`src/rtl/qd_pkg.sv`:
```
package qd_pkg;
  typedef enum logic [1:0] {
    ACC_READ  = 2'd0,
    ACC_WRITE = 2'd1,
    ACC_FETCH = 2'd2,
    ACC_BAD   = 2'd3
  } access_e;

  typedef enum logic [1:0] {
    QD_USER  = 2'b00,
    QD_ILL_A = 2'b01,
    QD_ILL_B = 2'b10,
    QD_OS    = 2'b11
  } quad_e;

  localparam int unsigned REAL_CLR_BITS = 4;
  localparam int unsigned QUAD_BITS     = 2;
  localparam int unsigned PERM_W        = 3;
endpackage

```
`src/rtl/qd_mode_sel.sv`:
```
module qd_mode_sel
  import qd_pkg::*;
(
  input  logic [1:0] access_i,
  input  logic       ir_en_i,
  input  logic       dr_en_i,
  output logic       is_fetch_o,
  output logic       is_real_o
);
  assign is_fetch_o = (access_i == ACC_FETCH);
  assign is_real_o  = is_fetch_o ? ~ir_en_i : ~dr_en_i;
endmodule

```
`src/rtl/qd_quadrant.sv`:
```
module qd_quadrant
  import qd_pkg::*;
#(
  parameter int unsigned ADDR_W = 64,
  parameter int unsigned ID_W   = 32
) (
  input  logic [ADDR_W-1:0] ea_i,
  input  logic [ID_W-1:0]   part_id_i,
  input  logic [ID_W-1:0]   proc_id_i,
  output logic              legal_o,
  output logic [ID_W-1:0]   part_o,
  output logic [ID_W-1:0]   proc_o,
  output logic [ADDR_W-1:0] ea_o
);
  localparam int unsigned LOW_W = ADDR_W - QUAD_BITS;

  quad_e quad;
  assign quad = quad_e'(ea_i[ADDR_W-1 -: QUAD_BITS]);

  always_comb begin
    legal_o = 1'b0;
    part_o  = '0;
    proc_o  = '0;
    unique case (quad)
      QD_USER: begin
        legal_o = 1'b1;
        part_o  = part_id_i;
        proc_o  = proc_id_i;
      end
      QD_OS: begin
        legal_o = 1'b1;
        part_o  = part_id_i;
        proc_o  = '0;  // OS space
      end
      default: legal_o = 1'b0;
    endcase
  end

  assign ea_o = {{QUAD_BITS{1'b0}}, ea_i[LOW_W-1:0]};
endmodule

```
`src/rtl/qd_out_stage.sv`:
```
module qd_out_stage #(
  parameter int unsigned W       = 8,
  parameter bit          REG_OUT = 1'b1
) (
  input  logic         clk_i,
  input  logic         rst_ni,
  input  logic [W-1:0] d_i,
  output logic [W-1:0] q_o
);
  if (REG_OUT) begin : g_reg
    always_ff @(posedge clk_i or negedge rst_ni) begin
      if (!rst_ni) q_o <= '0;
      else         q_o <= d_i;
    end
  end else begin : g_pass
    assign q_o = d_i;
  end
endmodule

```
`src/rtl/addr_quadrant_dec.sv`:
```
module addr_quadrant_dec
  import qd_pkg::*;
#(
  parameter int unsigned ADDR_W  = 64,
  parameter int unsigned ID_W    = 32,
  parameter bit          REG_OUT = 1'b1
) (
  input  logic              clk_i,
  input  logic              rst_ni,
  input  logic              valid_i,
  input  logic [1:0]        access_i,
  input  logic [ADDR_W-1:0] ea_i,
  input  logic              ir_en_i,
  input  logic              dr_en_i,
  input  logic [ID_W-1:0]   part_id_i,
  input  logic [ID_W-1:0]   proc_id_i,
  output logic              valid_o,
  output logic              real_o,
  output logic              virt_o,
  output logic              seg_fault_o,
  output logic              seg_instr_o,
  output logic [2:0]        perm_o,
  output logic [ADDR_W-1:0] real_addr_o,
  output logic [ADDR_W-1:0] fault_addr_o,
  output logic [ADDR_W-1:0] walk_ea_o,
  output logic [ID_W-1:0]   walk_part_o,
  output logic [ID_W-1:0]   walk_proc_o
);
  localparam int unsigned FLAG_W = 5;
  localparam int unsigned PKT_W  = FLAG_W + PERM_W + 3*ADDR_W + 2*ID_W;
  localparam logic [ADDR_W-1:0] REAL_MASK = {ADDR_W{1'b1}} >> REAL_CLR_BITS;

  logic              is_fetch, is_real, q_legal;
  logic [ID_W-1:0]   q_part, q_proc;
  logic [ADDR_W-1:0] q_ea;

  qd_mode_sel u_mode (
    .access_i  (access_i),
    .ir_en_i   (ir_en_i),
    .dr_en_i   (dr_en_i),
    .is_fetch_o(is_fetch),
    .is_real_o (is_real)
  );

  qd_quadrant #(.ADDR_W(ADDR_W), .ID_W(ID_W)) u_quad (
    .ea_i     (ea_i),
    .part_id_i(part_id_i),
    .proc_id_i(proc_id_i),
    .legal_o  (q_legal),
    .part_o   (q_part),
    .proc_o   (q_proc),
    .ea_o     (q_ea)
  );

  logic              n_real, n_virt, n_seg, n_seg_i;
  logic [2:0]        n_perm;
  logic [ADDR_W-1:0] n_raddr, n_faddr, n_wea;
  logic [ID_W-1:0]   n_wpart, n_wproc;

  always_comb begin
    n_real  = valid_i & is_real;
    n_virt  = valid_i & ~is_real & q_legal;
    n_seg   = valid_i & ~is_real & ~q_legal;
    n_seg_i = n_seg & is_fetch;
    n_perm  = n_real ? 3'b111 : 3'b000;
    n_raddr = n_real ? (ea_i & REAL_MASK) : '0;
    n_faddr = (n_seg & ~is_fetch) ? ea_i : '0;
    n_wea   = n_virt ? q_ea   : '0;
    n_wpart = n_virt ? q_part : '0;
    n_wproc = n_virt ? q_proc : '0;
  end

  logic [PKT_W-1:0] pkt_d, pkt_q;
  assign pkt_d = {valid_i, n_real, n_virt, n_seg, n_seg_i, n_perm,
                  n_raddr, n_faddr, n_wea, n_wpart, n_wproc};

  qd_out_stage #(.W(PKT_W), .REG_OUT(REG_OUT)) u_out (
    .clk_i (clk_i),
    .rst_ni(rst_ni),
    .d_i   (pkt_d),
    .q_o   (pkt_q)
  );

  assign {valid_o, real_o, virt_o, seg_fault_o, seg_instr_o, perm_o,
          real_addr_o, fault_addr_o, walk_ea_o, walk_part_o, walk_proc_o} = pkt_q;
endmodule

```
`config.mk`:
```
export PLATFORM = sky130hd
export DESIGN_NAME = addr_quadrant_dec
export DESIGN_NICKNAME = d
export VERILOG_FILES = /design/src/rtl/qd_pkg.sv /design/src/rtl/qd_mode_sel.sv /design/src/rtl/qd_quadrant.sv /design/src/rtl/qd_out_stage.sv /design/src/rtl/addr_quadrant_dec.sv
export SDC_FILE = /design/constraint.sdc
export NUM_CORES = 1
export LEC_CHECK = 0
export ABC_AREA = 1
export BUFFER_PORTS_ARGS = -buffer_cell sky130_fd_sc_hd__buf_2
export CORE_AREA = 4 4 152 154
export CTS_BUF_LIST = sky130_fd_sc_hd__clkbuf_2 sky130_fd_sc_hd__clkbuf_4 sky130_fd_sc_hd__clkbuf_8
export CTS_CLUSTER_DIAMETER = 100
export DETAILED_ROUTE_END_ITERATION = 7
export DIE_AREA = 0 0 156 158
export PLACE_DENSITY = 0.69
export SYNTH_ARGS = -nofsm -noshare
export SYNTH_HDL_FRONTEND = slang
export SYNTH_SLANG_ARGS = --single-unit
```
`constraint.sdc`:
```
create_clock -name clk_i -period 0.85 [get_ports clk_i]
set_clock_uncertainty 0.05 [all_clocks]
set_input_delay 0 -clock clk_i [delete_from_list [all_inputs] [get_ports clk_i]]
set_output_delay 0 -clock clk_i [all_outputs]
set_load 0.005 [all_outputs]
```
# Word-level counts from Yosys, hierarchy flattened
# Index checks and enable logic that the tools add are counted.
totals:
  input_bits: 135
  register_bits: 264
classes:
  n_reduce_logical: 2
  mux: 10
  n_bitwise: 11
  eq_ne: 2
ops:
  columns: ["op", "count"]
  rows:
  - ["$mux W32", 4]
  - ["$mux W64", 1]
  - ["$mux W62", 1]
  - ["$mux W60", 1]
  - ["$and A1 B1 Y1", 6]
  - ["$not A1 Y1", 5]
  - ["$eq A2 B2 Y1 const B", 2]
  - ["$mux W3", 1]
  - ["$logic_not A2 Y1", 1]
  - ["$mux W1", 2]
  - ["$reduce_or A2 Y1", 1]

# Logic depth before layout (Yosys ltp)
# Gate-level depths: netlist of run 1.
logic_depth:
  depth_word: 7
  mapped_depth: 9
  ltp_nobuf: 6

# Cells and area by module
# From an unflattened synthesis of run 1, not the netlist that was laid out.
hier_totals:
  cells_unflattened: 959
  area_unflattened_um2: 9616.7
by_module_without_submodules:
  columns: ["mod", "area_per_inst_um2", "seq_area_each_um2", "n_inst", "cells_each"]
  rows:
  - ["qd_out_stage", 6606.3, 6606.3, 1, 264]
  - ["addr_quadrant_dec", 1915.6, 0.0, 1, 483]
  - ["qd_quadrant", 1061.0, 0.0, 1, 204]
  - ["qd_mode_sel", 33.8, 0.0, 1, 8]

# Worst setup path after synthesis of run 1
# No wires, ideal clock.
synth_timing:
  path_kind: "input port to flip-flop"
  start: "in ea_i[62]"
  end: "reg u_out.q_o[10]"
  arrival_time_ns: 1.005
  t_required_ns: 0.732
  setup_ns: 0.068
  cell_stages: 8
  path_slack_ns: -0.273
  path_cell_list: "inv_1 > ha_1 > inv_1 > nand3_1 > buf_4 > buf_6 > buf_8 > nor2_4"
synth_between:
  elab_chain_cells: 5
  word_cells_on_any_way: 7
  cone_classes: "1 x eq/ne; 3 x mux; 1 x bitwise; 2 x reduce/logical"
synth_rtl:
  columns: ["element", "line_no", "rtl"]
  rows:
  - ["start: declaration", "addr_quadrant_dec.sv:12", "input logic [ADDR_W-1:0] ea_i,"]
  - ["$eq A2 B2 Y1 or $logic_not A2 Y1 (tied branches)", "qd_quadrant.sv:24", "unique case (quad)"]
  - ["$reduce_or A2 Y1 (no source line)", null, null]
  - ["$mux W1", "qd_quadrant.sv:24", null]
  - ["$and A1 B1 Y1", "addr_quadrant_dec.sv:62", "n_virt = valid_i & ~is_real & q_legal;"]
  - ["$mux W32 *", "addr_quadrant_dec.sv:70", "n_wproc = n_virt ? q_proc : '0;"]
  - ["net n_wproc[10]", "addr_quadrant_dec.sv:58", "logic [ID_W-1:0] n_wpart, n_wproc;"]
  - ["end signal: assignment", "qd_out_stage.sv:13", "else q_o <= d_i;"]
  - ["end: declaration", "qd_out_stage.sv:8", "output logic [W-1:0] q_o"]
# The timed path passes the listed nets; every way through them passes the cells marked *.

# Worst setup path after layout of run 1
layout_timing:
  start: "reg u_out.q_o[226]"
  end: "out real_addr_o[34]"
layout_rtl:
  columns: ["element", "line_no", "rtl"]
  rows:
  - ["end: declaration", "addr_quadrant_dec.sv:23", "output logic [ADDR_W-1:0] real_addr_o,"]
# No word-level cell between the ends.

==> results of run 1 <==
## final timing paths
path	endpoint	slack [ps]	cells after the start
max	real_addr_o[34]	-260	1
min	u_out.q_o[227]	-90	2
max in group asynchronous	u_out.q_o[215]	320	3
min in group clk_i	u_out.q_o[259]	-90	5
## Yosys cell counts
library cell / n / area (µm²)
nor2_1: 241 / 905
nor2_4: 10 / 113
nor3_1: 1 / 5.00
nand3_1: 3 / 15.0
buf_6: 3 / 33.8
nand4_2: 1 / 12.5
dfrtp_1: 255 / 6380
buf_2: 15 / 75.1
ha_1: 1 / 12.5
nand2_2: 3 / 18.8
buf_8: 1 / 15.0
inv_1: 100 / 375
nand2_1: 33 / 124
conb_1: 1 / 3.75
clkbuf_1: 9 / 33.8
buf_4: 10 / 75.1
## what timing repair did
| item | 4_1_cts | 5_1_grt |
|---|---|---|
| endpoints found under the setup margin | 258 | 448 |
| hold buffers | 131 | 1 |
| hold endpoints to repair | 509 | 18 |
| resized for setup | 5 | 3 |
## routing by layer
metal	global-route usage, %	part of all wire [%]	wire length, µm
met5	0	0	0
met2	38.5	52	13700
met1	23.1	35	9300
met3	7.00	9.2	2440
met4	9.63	4.1	1090
## report_power, final
| part | internal (mW) | total (mW) | switching (mW) |
|---|---|---|---|
| registers | 12.5 | 12.7 | 0.117 |
| clock network | 6.61 | 11.1 | 4.48 |
| logic | 1.29 | 2.67 | 1.38 |
## final cells by class
cell class	count	area [µm²]
clock buffer	58	717
clock inverter	8	143
fill	1639	8590
inverter	100	400
multi-input combinational	299	1270
sequential	255	6380
tap	280	350
timing repair buffer	567	3840
## cells by family after synthesis
kind of cell,after synthesis
simple gates,292
flops,255
buf+inv,138
fa+ha+maj,1
other cells,1
==> results_dict.tcl, run 1 <==
set metrics [dict create \
    finalCritPeriodShare_pct 130 \
    pin_count 399 \
    htree_levels 2 \
    wirelength_mm 26.6 \
    hold_ws_ps -86.9 \
    gp_congestion 0.801 \
    synthAdderAreaFrac_pct 0.153 \
    cts_buffer_depth 3 \
    place_hpwl_mm 17.3 \
    pre_cts_slack_ps -354 \
    final_core_util_pct 60.4 \
    root_buffer "clkbuf_8" \
    p_total_mw 26.4 \
    crit_fanout 1 \
    via_count 6772 \
    io_buffers 392 \
    hold_class "in -> async" \
    period_needed_ps 1110 \
    yosys.area_share.xor_xnor_pct 0 \
    syn_area_mm2 0.00820 \
    slew_violations 0 \
    required_ps 800 \
    grt_pass1_wl_mm 40.9 \
    grtUsageTotal_pct 21.4 \
    die_x_um 156 \
    ys.warnings.count 0 \
    fin_cells 1567 \
    yosys.area_share.simple_pct 14.5 \
    cp_slowest_stage_delay_ps 400 \
    die_area_mm2 0.0246 \
    end_kind "output pin" \
    nNetsFinal 1400 \
    cap_violations 0 \
    slowest_stage "dfrtp_1" \
    setup_slack_ps -259 \
    clk_pin_slew_ps 60 \
    ys_seq_area_share_pct 77.8 \
    cts_setup_buffers 0 \
    outcome "finished, violations left" \
    synthToLayoutAreaGrowth_pct 59.7 \
    cts_made_buffers 41 \
    largest_reg_flops 255 \
    grt_antenna_before_repair 0 \
    std_cell_rows 54 \
    drc_errors 0 \
    cp.arrival_ps 1060 \
    finalSetupViolCount 258 \
    via_per_inst 4.32 \
    hold_violations 19 \
    yosysUniqueCellTypes 16 \
    drt_first_pass_iters 6 \
    start_util_pct 37.8 \
    path_cells "buf_2" \
    diodes 0 \
    cp-start-kind "register" \
    drt_iter0_markers 327 \
    layout-drive-gt1-share_pct 40.6 \
    setup_tns_ps -51250 \
    timing.fmax_mhz 902 \
    final_common_cell "buf_2" \
    cp_top_family "flip-flops" \
    place_area_mm2 0.0109 \
    syn_inst 687 \
    final_cell_mix "buf_2 (386), dfrtp_1 (255), nor2_1 (241), dlygate4sd3_1 (131), inv_1 (96)" \
    power_density_mw_per_mm2 2020 \
    grt.overflow.total 0 \
    wl_per_cell_um 17.0 \
    reg_top3 "u_out.q_o x255" \
    cts_tree "built" \
    path_buf_inv 1 \
    syn_avg_cell_area_um2 11.9 \
    synth_top_family_by_area "simple AND/OR/NAND/NOR gates" \
    fin_area_mm2 0.0131 \
    timing.critical_path.from "u_out.q_o[226]" \
    synth_compound_area_share_pct 0 \
    synthMuxAreaShare_pct 0 \
    grt_pass1_vias 7595 \
    rsz0062_at_grt "yes" \
    core_area_mm2 0.0217 \
    top_register "u_out.q_o" \
    violations "hold timing, setup timing" \
    placedCellCount 1369 \
    crit_type "reg -> out" \
    synth.ff_latch_count 255 \
    leakagePower_nw 7.83 \
    cts_sinks 255 \
    grt_max_degree 39 \
    die_h_um 158 \
    ir_worst_vdd_v 0.00139 \
    drtAntennaViolNets 0 \
]
Power figures use the tool's default switching activity.
==> run 2, diff against run 1 <==
==> constraint.sdc (replaced) <==
create_clock -name clk_i -period 0.85 [get_ports clk_i]
set_clock_uncertainty 0.05 [all_clocks]
set_input_delay 0 -clock clk_i [delete_from_list [all_inputs] [get_ports clk_i]]
set_output_delay 0 -clock clk_i [all_outputs]
set_load 0.1 [all_outputs]
==> results_dict.tcl, run 2 (synthesized netlist as in run 1, its figures left out) <==
set metrics [dict create \
    top_register "u_out.q_o" \
    reg_top3 "u_out.q_o x255" \
    path_cells "buf_12" \
    clk_pin_slew_ps 70 \
    rsz0062_at_grt "yes" \
    root_buffer "clkbuf_8" \
    drt_first_pass_iters 5 \
    timing.fmax_mhz 760 \
    via_count 7223 \
    drc_errors 0 \
    met2_length_mm 18.7 \
    ir_worst_vdd_v 0.00195 \
    switching_share_pct 30.5 \
    finalCritPeriodShare_pct 155 \
    violations "hold timing, setup timing" \
    via_per_inst 4.57 \
    finalSetupViolCount 258 \
    nNetsFinal 1403 \
    holdBufCountCts 132 \
    std_cell_rows 54 \
    synthToLayoutAreaGrowth_pct 113 \
    path_buf_inv 1 \
    wirelength_mm 33.9 \
    place_hpwl_mm 20.8 \
    die_h_um 158 \
    grt_antenna_before_repair 2 \
    htree_levels 2 \
    seqCellArea_mm2 0.00669 \
    place_area_mm2 0.0151 \
    required_ps 800 \
    final_cell_mix "buf_12 (276), dfrtp_2 (244), nor2_1 (241), buf_2 (133), dlygate4sd3_1 (131)" \
    fin_area_mm2 0.0174 \
    cts_made_buffers 43 \
    end_kind "output pin" \
    crit_type "reg -> out" \
    die_area_mm2 0.0246 \
    drt_iter0_markers 375 \
    io_buffers 392 \
    pin_count 399 \
    start_util_pct 37.8 \
    cp_slowest_stage_delay_ps 540 \
    setup_slack_ps -466 \
    leakagePower_nw 8.29 \
    period_needed_ps 1320 \
    fin_cells 1579 \
    die_x_um 156 \
    cp.arrival_ps 1270 \
    cts_sinks 255 \
    top_layer_used "met4" \
    slew_violations 0 \
    final_core_util_pct 80.3 \
    cp-start-kind "register" \
    grtUsageTotal_pct 27.4 \
    grt_pass1_wl_mm 50.6 \
    switchingPower_mw 9.95 \
    drtAntennaViolNets 0 \
    wl_met3_mm 2.70 \
    n_fill_cell 983 \
    wl_per_cell_um 21.5 \
    grt_max_degree 47 \
    p_total_mw 32.7 \
    cp_top_family "flip-flops" \
    p_clk_share_pct 37.9 \
    placedCellCount 1368 \
    multi_input_area_mm2 0.00127 \
    hold_ws_ps -99.2 \
    core_area_mm2 0.0217 \
    crit_fanout 4 \
    final_common_cell "buf_12" \
    combPwrFrac_pct 22.4 \
    hold_violations 22 \
    outcome "finished, violations left" \
    grt_pass1_vias 8445 \
    cts_tree "built" \
    cap_violations 0 \
    hold_class "in -> async" \
    cts_buffer_depth 3 \
    slowest_stage "dfrtp_4" \
    grt.overflow.total 0 \
    p_int_mw 22.7 \
    wl_met1_mm 10.7 \
    worst-path-stages 1 \
    gp_congestion 0.803 \
    largest_reg_flops 255 \
    p_seq_share_pct 39.8 \
    layout-drive-gt1-share_pct 60.0 \
    power_density_mw_per_mm2 1880 \
]
run 2: cell count changes in the layout (fill, tap and decap cells not counted), moves of 5 or more:
cell,before,now
dfrtp_2,0,244
buf_2,386,133
buf_6,5,0
clkbuf_8,45,53
buf_12,15,276
dfrtp_1,255,10
run 2: cell type report:
type	instances	share of cell area (%)
timing repair buffer	568	44.3
tap	280	2.01
multi-input combinational	299	7.30
sequential	255	38.4
inverter	100	2.30
clock buffer	68	4.83
antenna	2	0.0287
clock inverter	7	0.790
run 2: repair_timing:
action / in CTS / in global routing
endpoints found under the setup margin: 258 / 451
gates resized for setup: 0 / 2
pin swaps: 0 / 1
endpoints found under the hold margin: 508 / 22
setup buffers: 0 / 2
run 2: power by group through the flow:
| stage | clock [mW] | combinational, mW | sequential, mW |
|---|---|---|---|
| 2_1_floorplan | 0 | 0.862 | 15.9 |
| 3_3_place_gp | 0 | 6.61 | 13.2 |
| 3_5_place_dp | 0 | 6.70 | 13.2 |
| 4_1_cts | 12.4 | 7.21 | 13.0 |
| 5_1_grt | 13.2 | 7.55 | 13.0 |
| 6_report | 12.4 | 7.30 | 13.0 |
run 2: metal layers:
| metal | vias up | track usage (%) |
|---|---|---|
| met2 | 394 | 52.0 |
| met4 | 0 | 12.9 |
| met3 | 115 | 8.64 |
| met1 | 3591 | 27.0 |
| li1 | 3123 | - |
| met5 | - | 0 |
run 2: stage by stage:
stage	hold slack [ps]	worst slack (ps)	TNS, ps
floorplan	-346	-140	-8280
global placement	-145	-335	-69340
detailed placement	-141	-375	-74250
CTS	-109	-496	-105650
global route	-95.4	-506	-91340
finish	-99.2	-466	-78710
run 2: worst max-delay path by stage:
stage | slack [ps] | startpoint | endpoint
6_report | -470 | u_out.q_o[262] | perm_o[0]
5_1_grt | -510 | u_out.q_o[262] | perm_o[0]
4_1_cts | -500 | u_out.q_o[262] | perm_o[0]
3_5_place_dp | -380 | ea_i[63] | u_out.q_o[104]
3_3_place_gp | -340 | access_i[0] | u_out.q_o[215]
2_1_floorplan | -140 | ea_i[62] | u_out.q_o[10]
==> run 3, diff against run 2 <==
--- a/config.mk
+++ b/config.mk
@@ -13,6 +13,7 @@
 export DETAILED_ROUTE_END_ITERATION = 7
 export DIE_AREA = 0 0 156 158
 export PLACE_DENSITY = 0.69
+export REMOVE_ABC_BUFFERS = 1
 export SYNTH_ARGS = -nofsm -noshare
 export SYNTH_HDL_FRONTEND = slang
 export SYNTH_SLANG_ARGS = --single-unit
==> results_dict.tcl, run 3 (synthesized netlist as in run 1, its figures left out) <==
set metrics [dict create \
    gp_congestion 0.834 \
    drc_errors 0 \
    ir_worst_vdd_v 0.00130 \
    drt_first_pass_iters 4 \
    via_count 7022 \
    synthToLayoutAreaGrowth_pct 105 \
    p_clk_share_pct 34.5 \
    cp-start-kind "register" \
    violations "hold timing, setup timing" \
    timing.fmax_mhz 786 \
    final_common_cell "buf_12" \
    die_area_mm2 0.0246 \
    clk_pin_slew_ps 60 \
    htree_levels 2 \
    combPwrFrac_pct 23.4 \
    cp.arrival_ps 1220 \
    grt_pass1_vias 8213 \
    p_int_mw 20.9 \
    hold_violations 26 \
    grtUsageTotal_pct 26.1 \
    wl_per_cell_um 20.5 \
    drt_iter0_markers 306 \
    reg_top3 "u_out.q_o x255" \
    die_h_um 158 \
    cts_made_buffers 42 \
    cap_violations 0 \
    place_hpwl_mm 20.2 \
    grt_antenna_before_repair 0 \
    fin_area_mm2 0.0168 \
    nNetsFinal 1395 \
    start_util_pct 37.8 \
    outcome "finished, violations left" \
    slew_violations 0 \
    wirelength_mm 32.0 \
    switchingPower_mw 9.69 \
    root_buffer "clkbuf_8" \
    io_buffers 392 \
    top_register "u_out.q_o" \
    cts_buffer_depth 3 \
    switching_share_pct 31.6 \
    hold_ws_ps -54.6 \
    via_per_inst 4.50 \
    crit_fanout 2 \
    setup_slack_ps -422 \
    power_density_mw_per_mm2 1820 \
    final_cell_mix "buf_12 (271), dfrtp_1 (255), nor2_1 (241), buf_2 (133), dlygate4sd3_1 (132)" \
    std_cell_rows 54 \
    diodes 0 \
    die_x_um 156 \
    place_area_mm2 0.0146 \
    rsz0062_at_grt "yes" \
    largest_reg_flops 255 \
    grt_max_degree 42 \
    leakagePower_nw 8.52 \
    period_needed_ps 1270 \
    drtAntennaViolNets 0 \
    grt_pass1_wl_mm 48.5 \
    cts_tree "built" \
    pre_cts_slack_ps -369 \
    end_kind "output pin" \
    finalCritPeriodShare_pct 150 \
    p_seq_share_pct 42.2 \
    grt.overflow.total 0 \
    crit_type "reg -> out" \
    core_area_mm2 0.0217 \
    pin_count 399 \
    finalSetupViolCount 258 \
    hold_class "in -> async" \
    layout-drive-gt1-share_pct 39.9 \
    cts_sinks 255 \
    required_ps 800 \
]
[run 3: changes by cell type in the layout (fill, tap and decap cells not counted), moves of 4 or more]
cell      before  now
clkbuf_4      15    8
dfrtp_2      244    0
clkbuf_8      53   49
dfrtp_1       10  255
buf_12       276  271
clkinv_2       2    6
buf_4         26   22
inv_1         96  100
[run 3: worst max path at each step]
stage / startpoint / cells past startpoint / endpoint
floorplan: ea_i[62] / 5 / u_out.q_o[10]
global placement: ea_i[62] / 7 / u_out.q_o[25]
detailed placement: ea_i[62] / 7 / u_out.q_o[24]
CTS: u_out.q_o[262] / 2 / perm_o[0]
global route: u_out.q_o[262] / 2 / perm_o[0]
finish: u_out.q_o[262] / 2 / perm_o[0]
[run 3: area by class of cell]
cell class	count	area, µm²
clock buffers	57	734
clock inverters	8	67.6
fillers	1060	4910
inverters	100	375
multi-input cells	299	1260
flip-flops and latches	255	6380
well taps	280	350
repair buffers	561	7610
[run 3: metrics by stage]
| stage | utilization (%) | std cells | power (mW) | TNS, ps | hold WS (ps) |
|---|---|---|---|---|---|
| finish | 77.4 | 1560 | 30.6 | -75900 | -54.6 |
| global route | 77.4 | 1560 | 31.7 | -89810 | -51.3 |
| CTS | 77.3 | 1558 | 30.6 | -106460 | -61.5 |
| detailed placement | 67.5 | 1361 | 19.7 | -74860 | -113 |
| global placement | 67.5 | 1361 | 19.6 | -68570 | -112 |
| floorplan | - | 654 | 16.6 | -471970 | -346 |
[run 3: metal layers]
layer	wire length [µm]	global-route usage, %	part of all wire, %	up-vias
met3	2760	7.55	8.6	74
met1	10800	28.5	34	3486
li1	-	-	-	3092
met5	0	0	0	-
met2	17400	48.7	54	370
met4	1040	8.38	3.3	0
[run 3: power groups by stage]
stage	Sequential [mW]	Clock, mW	Combinational (mW)
2_1_floorplan	15.9	0	0.690
3_3_place_gp	13.1	0	6.50
3_5_place_dp	13.1	0	6.59
4_1_cts	12.9	10.6	7.09
5_1_grt	12.9	11.4	7.41
6_report	12.9	10.5	7.16
[run 3: critical path, cell delays in order, from the launching register on]
cell	delay, ps
dfrtp_1	400
buf_6	140
buf_12	150
[run 3: repair_timing]
| action | CTS | global route |
|---|---|---|
| setup endpoints to repair | 258 | 511 |
| pin swaps | 0 | 1 |
| hold endpoints to repair | 508 | 29 |
| resized for setup | 2 | 1 |
| setup buffers | 0 | 2 |
| hold buffers | 132 | 1 |
